**config.mk**
```make
export PLATFORM = sky130hd
export DESIGN_NAME = sysctl_bank_regs
export DESIGN_NICKNAME = d
export VERILOG_FILES = /design/src/rtl/sysctl_pkg.sv /design/src/rtl/sysctl_regfile.sv /design/src/rtl/sysctl_rdmux.sv /design/src/rtl/sysctl_win.sv /design/src/rtl/sysctl_addrmap.sv /design/src/rtl/sysctl_bank_regs.sv
export SDC_FILE = /design/constraint.sdc
export NUM_CORES = 1
export LEC_CHECK = 0
export BUFFER_PORTS_ARGS = -buffer_cell sky130_fd_sc_hd__buf_2
export CAP_MARGIN = 40
export CORE_MARGIN = 1.5
export CORE_UTILIZATION = 49
export DETAILED_ROUTE_END_ITERATION = 6
export PLACE_DENSITY_LB_ADDON = 0.05
export SYNTH_ARGS = -nofsm -noshare
export SYNTH_HDL_FRONTEND = slang
export SYNTH_SLANG_ARGS = --single-unit
```
**constraint.sdc**
```tcl
create_clock -name clk -period 2 [get_ports clk]
set_clock_uncertainty 0.15 [all_clocks]
set_input_delay 0.4 -clock clk [delete_from_list [all_inputs] [get_ports clk]]
set_output_delay 0.4 -clock clk [all_outputs]
set_load 0.005 [all_outputs]
```
**src/rtl/sysctl_pkg.sv**
```systemverilog
package sysctl_pkg;
  localparam int SEL_W = 3;
  localparam int DW    = 8;

  localparam logic [SEL_W-1:0] SEL_SWITCH = 3'd0;
  localparam logic [SEL_W-1:0] SEL_DBANK  = 3'd1;
  localparam logic [SEL_W-1:0] SEL_CBANK  = 3'd2;
  localparam logic [SEL_W-1:0] SEL_SYS    = 3'd3;
  localparam logic [SEL_W-1:0] SEL_DISP   = 3'd4;
  localparam logic [SEL_W-1:0] SEL_VMODE  = 3'd5;

  typedef struct packed {
    logic       ext_fdc;
    logic       cart_bank_en;
    logic       lines525;
    logic       data_bank_en;
    logic [1:0] machine;
    logic [1:0] ram_type;
  } sys_cfg_t;

  typedef struct packed {
    logic [1:0] page;
    logic       cart_off;
    logic       rom_sel;
    logic [3:0] border;
  } disp_cfg_t;
endpackage

```
**src/rtl/sysctl_regfile.sv**
```systemverilog
module sysctl_regfile
  import sysctl_pkg::*;
#(
  parameter int BANK_W = 5
) (
  input  logic              clk,
  input  logic              rst,
  input  logic              wr_en,
  input  logic [SEL_W-1:0]  sel,
  input  logic [DW-1:0]     wdata,
  output sys_cfg_t          sys_q,
  output disp_cfg_t         disp_q,
  output logic [BANK_W-1:0] dbank_q,
  output logic              lock_q,
  output logic [BANK_W-1:0] cbank_q,
  output logic              cwe_q,
  output logic              cram_q,
  output logic              view_q,
  output logic              vmode_we_q,
  output logic [DW-1:0]     vmode_q
);
  logic wr_sys, wr_disp, wr_dbank, wr_cbank, wr_sw, wr_vm;

  always_comb begin
    wr_sys   = wr_en && (sel == SEL_SYS);
    wr_disp  = wr_en && (sel == SEL_DISP);
    wr_dbank = wr_en && (sel == SEL_DBANK);
    wr_cbank = wr_en && (sel == SEL_CBANK) && sys_q.cart_bank_en;
    wr_sw    = wr_en && (sel == SEL_SWITCH);
    wr_vm    = wr_en && (sel == SEL_VMODE) && !lock_q;
  end

  always_ff @(posedge clk) begin
    if (rst) begin
      sys_q      <= '0;
      disp_q     <= '0;
      dbank_q    <= '0;
      lock_q     <= 1'b0;
      cbank_q    <= '0;
      cwe_q      <= 1'b0;
      cram_q     <= 1'b0;
      view_q     <= 1'b0;
      vmode_we_q <= 1'b0;
      vmode_q    <= '0;
    end else begin
      vmode_we_q <= wr_vm;
      if (wr_sys)  sys_q  <= sys_cfg_t'(wdata);
      if (wr_disp) disp_q <= disp_cfg_t'(wdata);
      if (wr_dbank) begin
        lock_q  <= wdata[7];
        dbank_q <= wdata[BANK_W-1:0];
      end
      if (wr_cbank) begin
        cwe_q   <= wdata[6];
        cram_q  <= wdata[5];
        cbank_q <= wdata[BANK_W-1:0];
      end
      if (wr_sw) view_q <= wdata[0];
      if (wr_vm) vmode_q <= wdata;
    end
  end
endmodule

```
**src/rtl/sysctl_rdmux.sv**
```systemverilog
module sysctl_rdmux
  import sysctl_pkg::*;
#(
  parameter int BANK_W = 5
) (
  input  logic              clk,
  input  logic              rst,
  input  logic              rd_en,
  input  logic [SEL_W-1:0]  sel,
  input  logic              view,
  input  disp_cfg_t         disp,
  input  logic [BANK_W-1:0] dbank,
  input  logic [BANK_W-1:0] cbank,
  input  logic              cwe,
  input  logic              cram,
  input  logic [DW-1:0]     pen_data,
  output logic [DW-1:0]     rd_data
);
  logic [DW-1:0] ext_view;
  logic [DW-1:0] disp_bits;

  always_comb begin
    disp_bits = DW'(disp);
    unique case (sel)
      SEL_SWITCH: ext_view = {disp_bits[7:4], 4'b0000};
      SEL_DBANK:  ext_view = DW'(dbank);
      SEL_CBANK:  ext_view = {1'b0, cwe, cram, 5'(cbank)};
      default:    ext_view = '0;
    endcase
  end

  always_ff @(posedge clk) begin
    if (rst)        rd_data <= '0;
    else if (!rd_en) rd_data <= '0;
    else if (view)   rd_data <= pen_data;
    else             rd_data <= ext_view;
  end
endmodule

```
**src/rtl/sysctl_win.sv**
```systemverilog
module sysctl_win #(
  parameter int              CPU_AW  = 16,
  parameter int              HALF_AW = 13,
  parameter int              BANK_W  = 5,
  parameter logic [15:0]     BASE    = 16'h0000,
  parameter bit              SWAP    = 1'b0,
  localparam int             PA_W    = BANK_W + 1 + HALF_AW
) (
  input  logic [CPU_AW-1:0] addr,
  input  logic              enable,
  input  logic [BANK_W-1:0] bank,
  output logic              hit,
  output logic [PA_W-1:0]   phys
);
  logic [CPU_AW-1:0] base_v;
  logic [CPU_AW-1:0] off;
  logic              half;

  always_comb begin
    base_v = CPU_AW'(BASE);
    off    = addr - base_v;
    hit    = enable && (addr >= base_v) && (off[CPU_AW-1:HALF_AW+1] == '0);
    half   = SWAP ? ~off[HALF_AW] : off[HALF_AW];
    phys   = {bank, half, off[HALF_AW-1:0]};
  end
endmodule

```
**src/rtl/sysctl_addrmap.sv**
```systemverilog
module sysctl_addrmap #(
  parameter int          CPU_AW    = 16,
  parameter int          HALF_AW   = 13,
  parameter int          BANK_W    = 5,
  parameter logic [15:0] CART_BASE = 16'h0000,
  parameter logic [15:0] DATA_BASE = 16'hA000,
  localparam int         PA_W      = BANK_W + 1 + HALF_AW,
  localparam int         NWIN      = 2
) (
  input  logic              clk,
  input  logic              rst,
  input  logic [CPU_AW-1:0] cpu_addr,
  input  logic              cart_en,
  input  logic              data_en,
  input  logic [BANK_W-1:0] cbank,
  input  logic [BANK_W-1:0] dbank,
  input  logic              cwe,
  output logic              hit_q,
  output logic              wr_ok_q,
  output logic [PA_W-1:0]   phys_q
);
  logic [NWIN-1:0]   w_hit;
  logic [PA_W-1:0]   w_phys [NWIN];
  logic [NWIN-1:0]   w_en;
  logic [BANK_W-1:0] w_bank [NWIN];

  always_comb begin
    w_en[0]   = cart_en;
    w_bank[0] = cbank;
    w_en[1]   = data_en;
    w_bank[1] = dbank;
  end

  for (genvar g = 0; g < NWIN; g++) begin : g_win
    sysctl_win #(
      .CPU_AW (CPU_AW),
      .HALF_AW(HALF_AW),
      .BANK_W (BANK_W),
      .BASE   (g == 0 ? CART_BASE : DATA_BASE),
      .SWAP   (g == 1)
    ) u_win (
      .addr  (cpu_addr),
      .enable(w_en[g]),
      .bank  (w_bank[g]),
      .hit   (w_hit[g]),
      .phys  (w_phys[g])
    );
  end

  always_ff @(posedge clk) begin
    if (rst) begin
      hit_q   <= 1'b0;
      wr_ok_q <= 1'b0;
      phys_q  <= '0;
    end else if (w_hit[0]) begin
      hit_q   <= 1'b1;
      wr_ok_q <= cwe;
      phys_q  <= w_phys[0];
    end else if (w_hit[1]) begin
      hit_q   <= 1'b1;
      wr_ok_q <= 1'b1;
      phys_q  <= w_phys[1];
    end else begin
      hit_q   <= 1'b0;
      wr_ok_q <= 1'b0;
      phys_q  <= '0;
    end
  end
endmodule

```
**src/rtl/sysctl_bank_regs.sv**
```systemverilog
module sysctl_bank_regs
  import sysctl_pkg::*;
#(
  parameter int          CPU_AW    = 16,
  parameter int          HALF_AW   = 13,
  parameter int          BANK_W    = 5,
  parameter logic [15:0] CART_BASE = 16'h0000,
  parameter logic [15:0] DATA_BASE = 16'hA000,
  localparam int         PA_W      = BANK_W + 1 + HALF_AW
) (
  input  logic              clk,
  input  logic              rst,
  input  logic [SEL_W-1:0]  reg_sel,
  input  logic              wr_en,
  input  logic [DW-1:0]     wr_data,
  input  logic              rd_en,
  input  logic [DW-1:0]     pen_data,
  output logic [DW-1:0]     rd_data,
  input  logic [CPU_AW-1:0] cpu_addr,
  output logic              map_hit,
  output logic              map_wr_ok,
  output logic [PA_W-1:0]   phys_addr,
  output logic              ext_fdc,
  output logic              lines525,
  output logic              cart_bank_en,
  output logic              data_bank_en,
  output logic [1:0]        machine_type,
  output logic [1:0]        ram_type,
  output logic [1:0]        disp_page,
  output logic              cart_off,
  output logic              rom_sel,
  output logic [3:0]        border,
  output logic              cart_wr_en,
  output logic              cart_ram_sel,
  output logic              vmode_we,
  output logic [DW-1:0]     vmode_data
);
  sys_cfg_t          sys_q;
  disp_cfg_t         disp_q;
  logic [BANK_W-1:0] dbank_q;
  logic [BANK_W-1:0] cbank_q;
  logic              dbank_lock;
  logic              view_q;

  sysctl_regfile #(.BANK_W(BANK_W)) u_regs (
    .clk       (clk),
    .rst       (rst),
    .wr_en     (wr_en),
    .sel       (reg_sel),
    .wdata     (wr_data),
    .sys_q     (sys_q),
    .disp_q    (disp_q),
    .dbank_q   (dbank_q),
    .lock_q    (dbank_lock),
    .cbank_q   (cbank_q),
    .cwe_q     (cart_wr_en),
    .cram_q    (cart_ram_sel),
    .view_q    (view_q),
    .vmode_we_q(vmode_we),
    .vmode_q   (vmode_data)
  );

  sysctl_rdmux #(.BANK_W(BANK_W)) u_rd (
    .clk     (clk),
    .rst     (rst),
    .rd_en   (rd_en),
    .sel     (reg_sel),
    .view    (view_q),
    .disp    (disp_q),
    .dbank   (dbank_q),
    .cbank   (cbank_q),
    .cwe     (cart_wr_en),
    .cram    (cart_ram_sel),
    .pen_data(pen_data),
    .rd_data (rd_data)
  );

  sysctl_addrmap #(
    .CPU_AW   (CPU_AW),
    .HALF_AW  (HALF_AW),
    .BANK_W   (BANK_W),
    .CART_BASE(CART_BASE),
    .DATA_BASE(DATA_BASE)
  ) u_map (
    .clk     (clk),
    .rst     (rst),
    .cpu_addr(cpu_addr),
    .cart_en (sys_q.cart_bank_en && cart_ram_sel),
    .data_en (sys_q.data_bank_en),
    .cbank   (cbank_q),
    .dbank   (dbank_q),
    .cwe     (cart_wr_en),
    .hit_q   (map_hit),
    .wr_ok_q (map_wr_ok),
    .phys_q  (phys_addr)
  );

  always_comb begin
    ext_fdc      = sys_q.ext_fdc;
    lines525     = sys_q.lines525;
    cart_bank_en = sys_q.cart_bank_en;
    data_bank_en = sys_q.data_bank_en;
    machine_type = sys_q.machine;
    ram_type     = sys_q.ram_type;
    disp_page    = disp_q.page;
    cart_off     = disp_q.cart_off;
    rom_sel      = disp_q.rom_sel;
    border       = disp_q.border;
  end
endmodule

```
==> flow_metrics.tcl, run 1 <==
set metrics [dict create \
    synth-seq-cells 68 \
    cts_buffer_depth 2 \
    setup_tns_ns 0 \
    grt_pass1_wl_mm 9.93 \
    slew-limit-headroom_pct 70.1 \
    worstMarginPinSlew_ns 0.446 \
    fillers 467 \
    vias 2132 \
    placed_area_mm2 0.00317 \
    synth_common_cells "68 x dfxtp_1, 31 x mux2i_1, 26 x nor2_1" \
    gp_congestion 0.772 \
    cts_tree "yes" \
    period_needed_ns 1.50 \
    ys_top_cells_by_area "dfxtp_1 52%, mux2i_1 12%, nand2b_1 5.7%, nor2_1 3.7%, nor3b_1 3.7%" \
    place_ws_ns 0.155 \
    coreArea_mm2 0.00514 \
    post-dp-hpwl_mm 4.44 \
    yosys.area.top_type_share_pct 51.6 \
    drc 0 \
    grt_pass1_vias 2090 \
    viasPerCell 5.04 \
    synth.avg_cell_area_um2 10.3 \
    slew_violations 0 \
    ctsResizeCount 0 \
    seq_area_frac_synth_pct 51.6 \
    ys_types 34 \
    timing_hold_violations_final 0 \
    end_kind "register" \
    port_buffers 94 \
    cts_setup_buffers 0 \
    cts_hold_buf 0 \
    die-area_mm2 0.00584 \
    htreeDepth 3 \
    synth_warnings 0 \
    rsz0062_at_grt "false" \
    cp.arrival_ns 1.61 \
    cts_buffers 9 \
    wl_per_cell_um 14.5 \
    cts_root_buf "clkbuf_8" \
    clock_sinks 68 \
    start_util_pct 51.4 \
    syn_area_mm2 0.00264 \
    setup_ws_ns 0.503 \
    clkTransAtPathRegs_ns 0.07 \
    async_reset_ff_share_pct 0 \
    yosys.area.top_type "dfxtp_1" \
    nNetsFinal 390 \
    die_y_um 76.4 \
    ys.flop_type "dfxtp_1" \
    ant_nets 0 \
    path_max_fanout 12 \
    critPathRequiredTime_ns 2.11 \
    design_area_mm2 0.00333 \
    syn-instance-count 256 \
    hold_slack_ns 0.153 \
    fmax_mhz 668 \
    cellLeakagePower_uw 0.00147 \
    diodes 0 \
    gr-total-overflow 0 \
    fin_crit_sh_pct 74.8 \
    rows 26 \
    antenna_found_initial 0 \
    area_growth_pct 26.0 \
    first_pass_iters 4 \
    final-setup-viol-count 0 \
    synth_edf_count 0 \
    synth_fp_nets 296 \
    grt_max_degree 54 \
    ios 95 \
    first_iter_violations 77 \
    fin_util_pct 64.7 \
    wl_mm 6.14 \
    clk_latency_ns 0.34 \
    hp-class "input port to register" \
    drv_cap 0 \
    outcome "finished clean" \
    critPathKind "input port to register" \
    synth_most_common_cell "dfxtp_1" \
    drive_gt1_share_pct 34.3 \
    grt_use_total_pct 22.0 \
    ir_drop_mv 0.478 \
    powerDensity_mw_per_mm2 748 \
    die_x_um 76.4 \
    start_kind "input port" \
]
## final timing paths
check	slack (ns)	end	from	cells after the start
max	0.50	u_regs.vmode_q[2]$_SDFFE_PP0P_	reg_sel[0]	4
min	0.15	u_rd.rd_data[7]$_SDFF_PP0_	pen_data[7]	3
max reg2reg	0.65	u_map.phys_q[4]$_SDFF_PP0_	u_regs.sys_q[6]$_SDFFE_PP0P_	4
min reg2reg	0.30	u_regs.sys_q[3]$_SDFFE_PP0P_	u_regs.sys_q[3]$_SDFFE_PP0P_	2
## critical path, cell delays in order
cell,delay (ns)
buf_2,0.25
and2b_1,0.29
and4b_1,0.42
mux2i_1,0.24
## registers in the layout, indices dropped and copies added, names as in the netlist
| register | flops |
|---|---|
| u_map.hit_q | 1 |
| u_regs.view_q | 1 |
| u_regs.vmode_we_q | 1 |
| u_regs.cram_q | 1 |
| u_regs.disp_q | 8 |
| u_rd.rd_data | 8 |
| u_regs.lock_q | 1 |
| u_regs.cbank_q | 5 |
| u_regs.cwe_q | 1 |
| u_map.wr_ok_q | 1 |
| u_regs.dbank_q | 5 |
| u_regs.vmode_q | 8 |
| u_map.phys_q | 19 |
| u_regs.sys_q | 8 |
## power by group
group | switching, uW | internal (uW) | total (uW)
Sequential | 10.8 | 1370 | 1380
Clock | 469 | 463 | 933
Combinational | 94.2 | 82.3 | 176
## per-stage QoR
| stage | total power (uW) | instances |
|---|---|---|
| 6_report | 2490 | 423 |
| 2_1_floorplan | 1510 | 256 |
| 3_3_place_gp | 1580 | 409 |
| 5_1_grt | 2590 | 423 |
| 4_1_cts | 2510 | 423 |
| 3_5_place_dp | 1590 | 409 |
## cell families (layout without fill, tap and decap cells)
logic type	after synthesis	after routing	share of synthesized area, %
adder cells (fa/ha/maj)	1	1	0.474
AND/OR/NAND/NOR	102	102	23.1
buffers and inverters	23	120	4.55
AO/OA/AOI/OAI	28	28	7.30
multiplexers	34	34	13.0
flip-flops	68	68	51.6
## cell type report
type	instances	area, um^2	share of cell area [%]
clock inverters	3	15.0	0.451
well taps	70	87.6	2.63
clock buffers	11	141	4.25
repair buffers	103	551	16.6
multi-input cells	165	1160	34.8
inverters	3	11.3	0.339
flip-flops and latches	68	1360	40.9
## cells in the final DEF (no fill, tap or decap)
cell,count
a211oi_1,1
a21oi_1,9
a21oi_2,1
a222oi_1,1
a22oi_1,7
a32oi_1,5
and2b_1,1
and4b_1,3
and4bb_1,2
buf_12,1
buf_2,94
buf_4,8
clkbuf_1,1
clkbuf_8,10
clkinv_2,3
dfxtp_1,68
ha_1,1
inv_1,3
mux2_1,3
mux2i_1,31
nand2_1,20
nand2b_1,24
nand3_2,1
nand4b_1,2
nor2_1,26
nor2b_1,1
nor3_1,3
nor3_4,1
nor3b_1,13
nor4b_1,1
nor4b_2,1
nor4bb_4,1
o22ai_1,4
or2_1,1
or3_1,1
## routing by layer
metal  vias to the layer above  share of wire [%]  track usage (%)
met1                       976                 48             28.0
met4                         0                2.0             11.1
met2                        76                 44             35.1
met5                         -                  0                0
li1                       1069                  -                -
met3                        11                5.4             4.67
Power figures use the tool's default switching activity.
==> run 2: changes to the inputs <==
--- a/config.mk
+++ b/config.mk
@@ -8,7 +8,7 @@
 export BUFFER_PORTS_ARGS = -buffer_cell sky130_fd_sc_hd__buf_2
 export CAP_MARGIN = 40
 export CORE_MARGIN = 1.5
-export CORE_UTILIZATION = 49
+export CORE_UTILIZATION = 44
 export DETAILED_ROUTE_END_ITERATION = 6
 export PLACE_DENSITY_LB_ADDON = 0.05
 export SYNTH_ARGS = -nofsm -noshare
==> constraint.sdc (replaced) <==
create_clock -name clk -period 1.3 [get_ports clk]
set_clock_uncertainty 0.15 [all_clocks]
set_input_delay 0.26 -clock clk [delete_from_list [all_inputs] [get_ports clk]]
set_output_delay 0.26 -clock clk [all_outputs]
set_load 0.005 [all_outputs]
==> run 2 against run 1 <==
Utilization shrank 0.48 points. Final cell count up 9.0%. Die area up 11%. Critical endpoint is now u_map.phys_q[0]$_SDFF_PP0_. Global-route usage is 0.73 points lower. Critical path type unchanged. Hold slack worse by 0.14 ns. Non-clock buffer count increased by 31. Setup slack got worse by 0.49 ns.
==> flow_metrics.tcl, run 2 (same netlist as run 1, synthesis figures left out) <==
set metrics [dict create \
    rsz0062_at_grt "true" \
    drive_gt1_share_pct 44.8 \
    die_y_um 80.5 \
    clock_sinks 68 \
    clk_latency_ns 0.33 \
    vias 2275 \
    dp_cells 444 \
    first_pass_iters 4 \
    area_growth_pct 42.3 \
    ios 95 \
    grt_max_degree 31 \
    die-area_mm2 0.00647 \
    slew-limit-headroom_pct 80.8 \
    worstMarginPinSlew_ns 0.288 \
    gr-total-overflow 0 \
    final-setup-viol-count 0 \
    viasPerCell 4.93 \
    fin_util_pct 64.2 \
    fillers 490 \
    slowest_stage "and4b_1" \
    layout.cells.non_filler 461 \
    wl_per_cell_um 14.1 \
    ant_nets 0 \
    drv_cap 0 \
    fin_crit_sh_pct 98.7 \
    grt_use_total_pct 21.2 \
    wl_met3_um 460 \
    grt_pass1_vias 2204 \
    start_util_pct 45.1 \
    period_needed_ns 1.28 \
    cts_tree "yes" \
    max_stage_delay_ns 0.25 \
    cp_top_family "simple AND/OR/NAND/NOR gates" \
    setup_tns_ns 0 \
    place_ws_ns -0.327 \
    nNetsFinal 421 \
    timing_hold_violations_final 0 \
    cts_root_buf "clkbuf_8" \
    critPathBufInv 3 \
    cts_buffers 9 \
    port_buffers 94 \
    cellLeakagePower_uw 0.00167 \
    first_iter_violations 104 \
    clkTransAtPathRegs_ns 0.07 \
    htreeDepth 3 \
    cp.arrival_ns 1.38 \
    regMostFlops "u_map.phys_q" \
    critPathKind "input port to register" \
    cp_cell_sequence "clkbuf_4 > inv_12 > ha_4 > and4b_1 > a21oi_4 > buf_12 > nor3b_1" \
    slew_violations 0 \
    rows 28 \
    outcome "finished clean" \
    hold_slack_ns 0.0147 \
    met2_length_mm 3.02 \
    largest_reg_flops 19 \
    die_x_um 80.5 \
    final_cell_mix "93 x buf_2, 63 x dfxtp_1, 35 x buf_4" \
    powerDensity_mw_per_mm2 1120 \
    diodes 0 \
    wl_met1_mm 2.94 \
    drc 0 \
    critPathRequiredTime_ns 1.40 \
    top_layer_used "met4" \
    grt_pass1_wl_mm 10.3 \
    setup_ws_ns 0.0170 \
    hp-class "input port to register" \
    antenna_found_initial 0 \
    cts_buffer_depth 2 \
    gp_congestion 0.765 \
    start_kind "input port" \
    coreArea_mm2 0.00585 \
    end_kind "register" \
    ir_drop_mv 0.704 \
    fmax_mhz 779 \
    final_common_cell "buf_2" \
    post-dp-hpwl_mm 4.81 \
    path_max_fanout 15 \
    wl_mm 6.48 \
]
-- run 2: power by group --
group | total [uW] | internal (uW) | switching (uW)
clock network | 1740 | 997 | 747
logic | 360 | 189 | 171
registers | 2120 | 2110 | 14.3
total | 4220 | 3290 | 932
-- run 2: worst paths after layout --
check | startpoint | end | slack (ns) | depth (start not counted)
worst max-delay path | cpu_addr[14] | u_map.phys_q[0]$_SDFF_PP0_ | 0.02 | 7
worst min-delay path | cpu_addr[10] | u_map.phys_q[10]$_SDFF_PP0_ | 0.01 | 2
worst max register to register | u_regs.cram_q$_SDFFE_PP0P_ | u_map.phys_q[0]$_SDFF_PP0_ | 0.04 | 4
worst min register to register | u_regs.sys_q[0]$_SDFFE_PP0P_ | u_regs.sys_q[0]$_SDFFE_PP0P_ | 0.30 | 2
-- run 2: final cells by class --
class	instances	area (um^2)	area share, %
clock buffers	15	166	4.43
clock inverters	1	30.0	0.799
inverters	3	26.3	0.699
multi-input cells	165	1250	33.2
flip-flops and latches	68	1370	36.4
well taps	75	93.8	2.50
repair buffers	134	826	22.0
-- run 2: repair_timing --
action | CTS | global route
hold buffers | 1 | 0
setup buffers | 0 | 0
endpoints found under the setup margin | 4 | 18
resized for setup | 2 | 10
pin swaps | 0 | 3
endpoints found under the hold margin | 1 | 0
-- run 2: routing by layer --
metal	vias up	global-route usage, %
met5	-	0
met4	0	9.14
met3	5	5.68
met2	76	33.6
met1	1057	27.1
li1	1137	-
-- run 2: metrics by stage --
step | total power [uW] | cell area, um^2
after floorplan | 2340 | 2750
after CTS | 4270 | 3730
after detailed placement | 2520 | 3520
after global placement | 2520 | 3520
final | 4220 | 3760
after global routing | 4380 | 3760
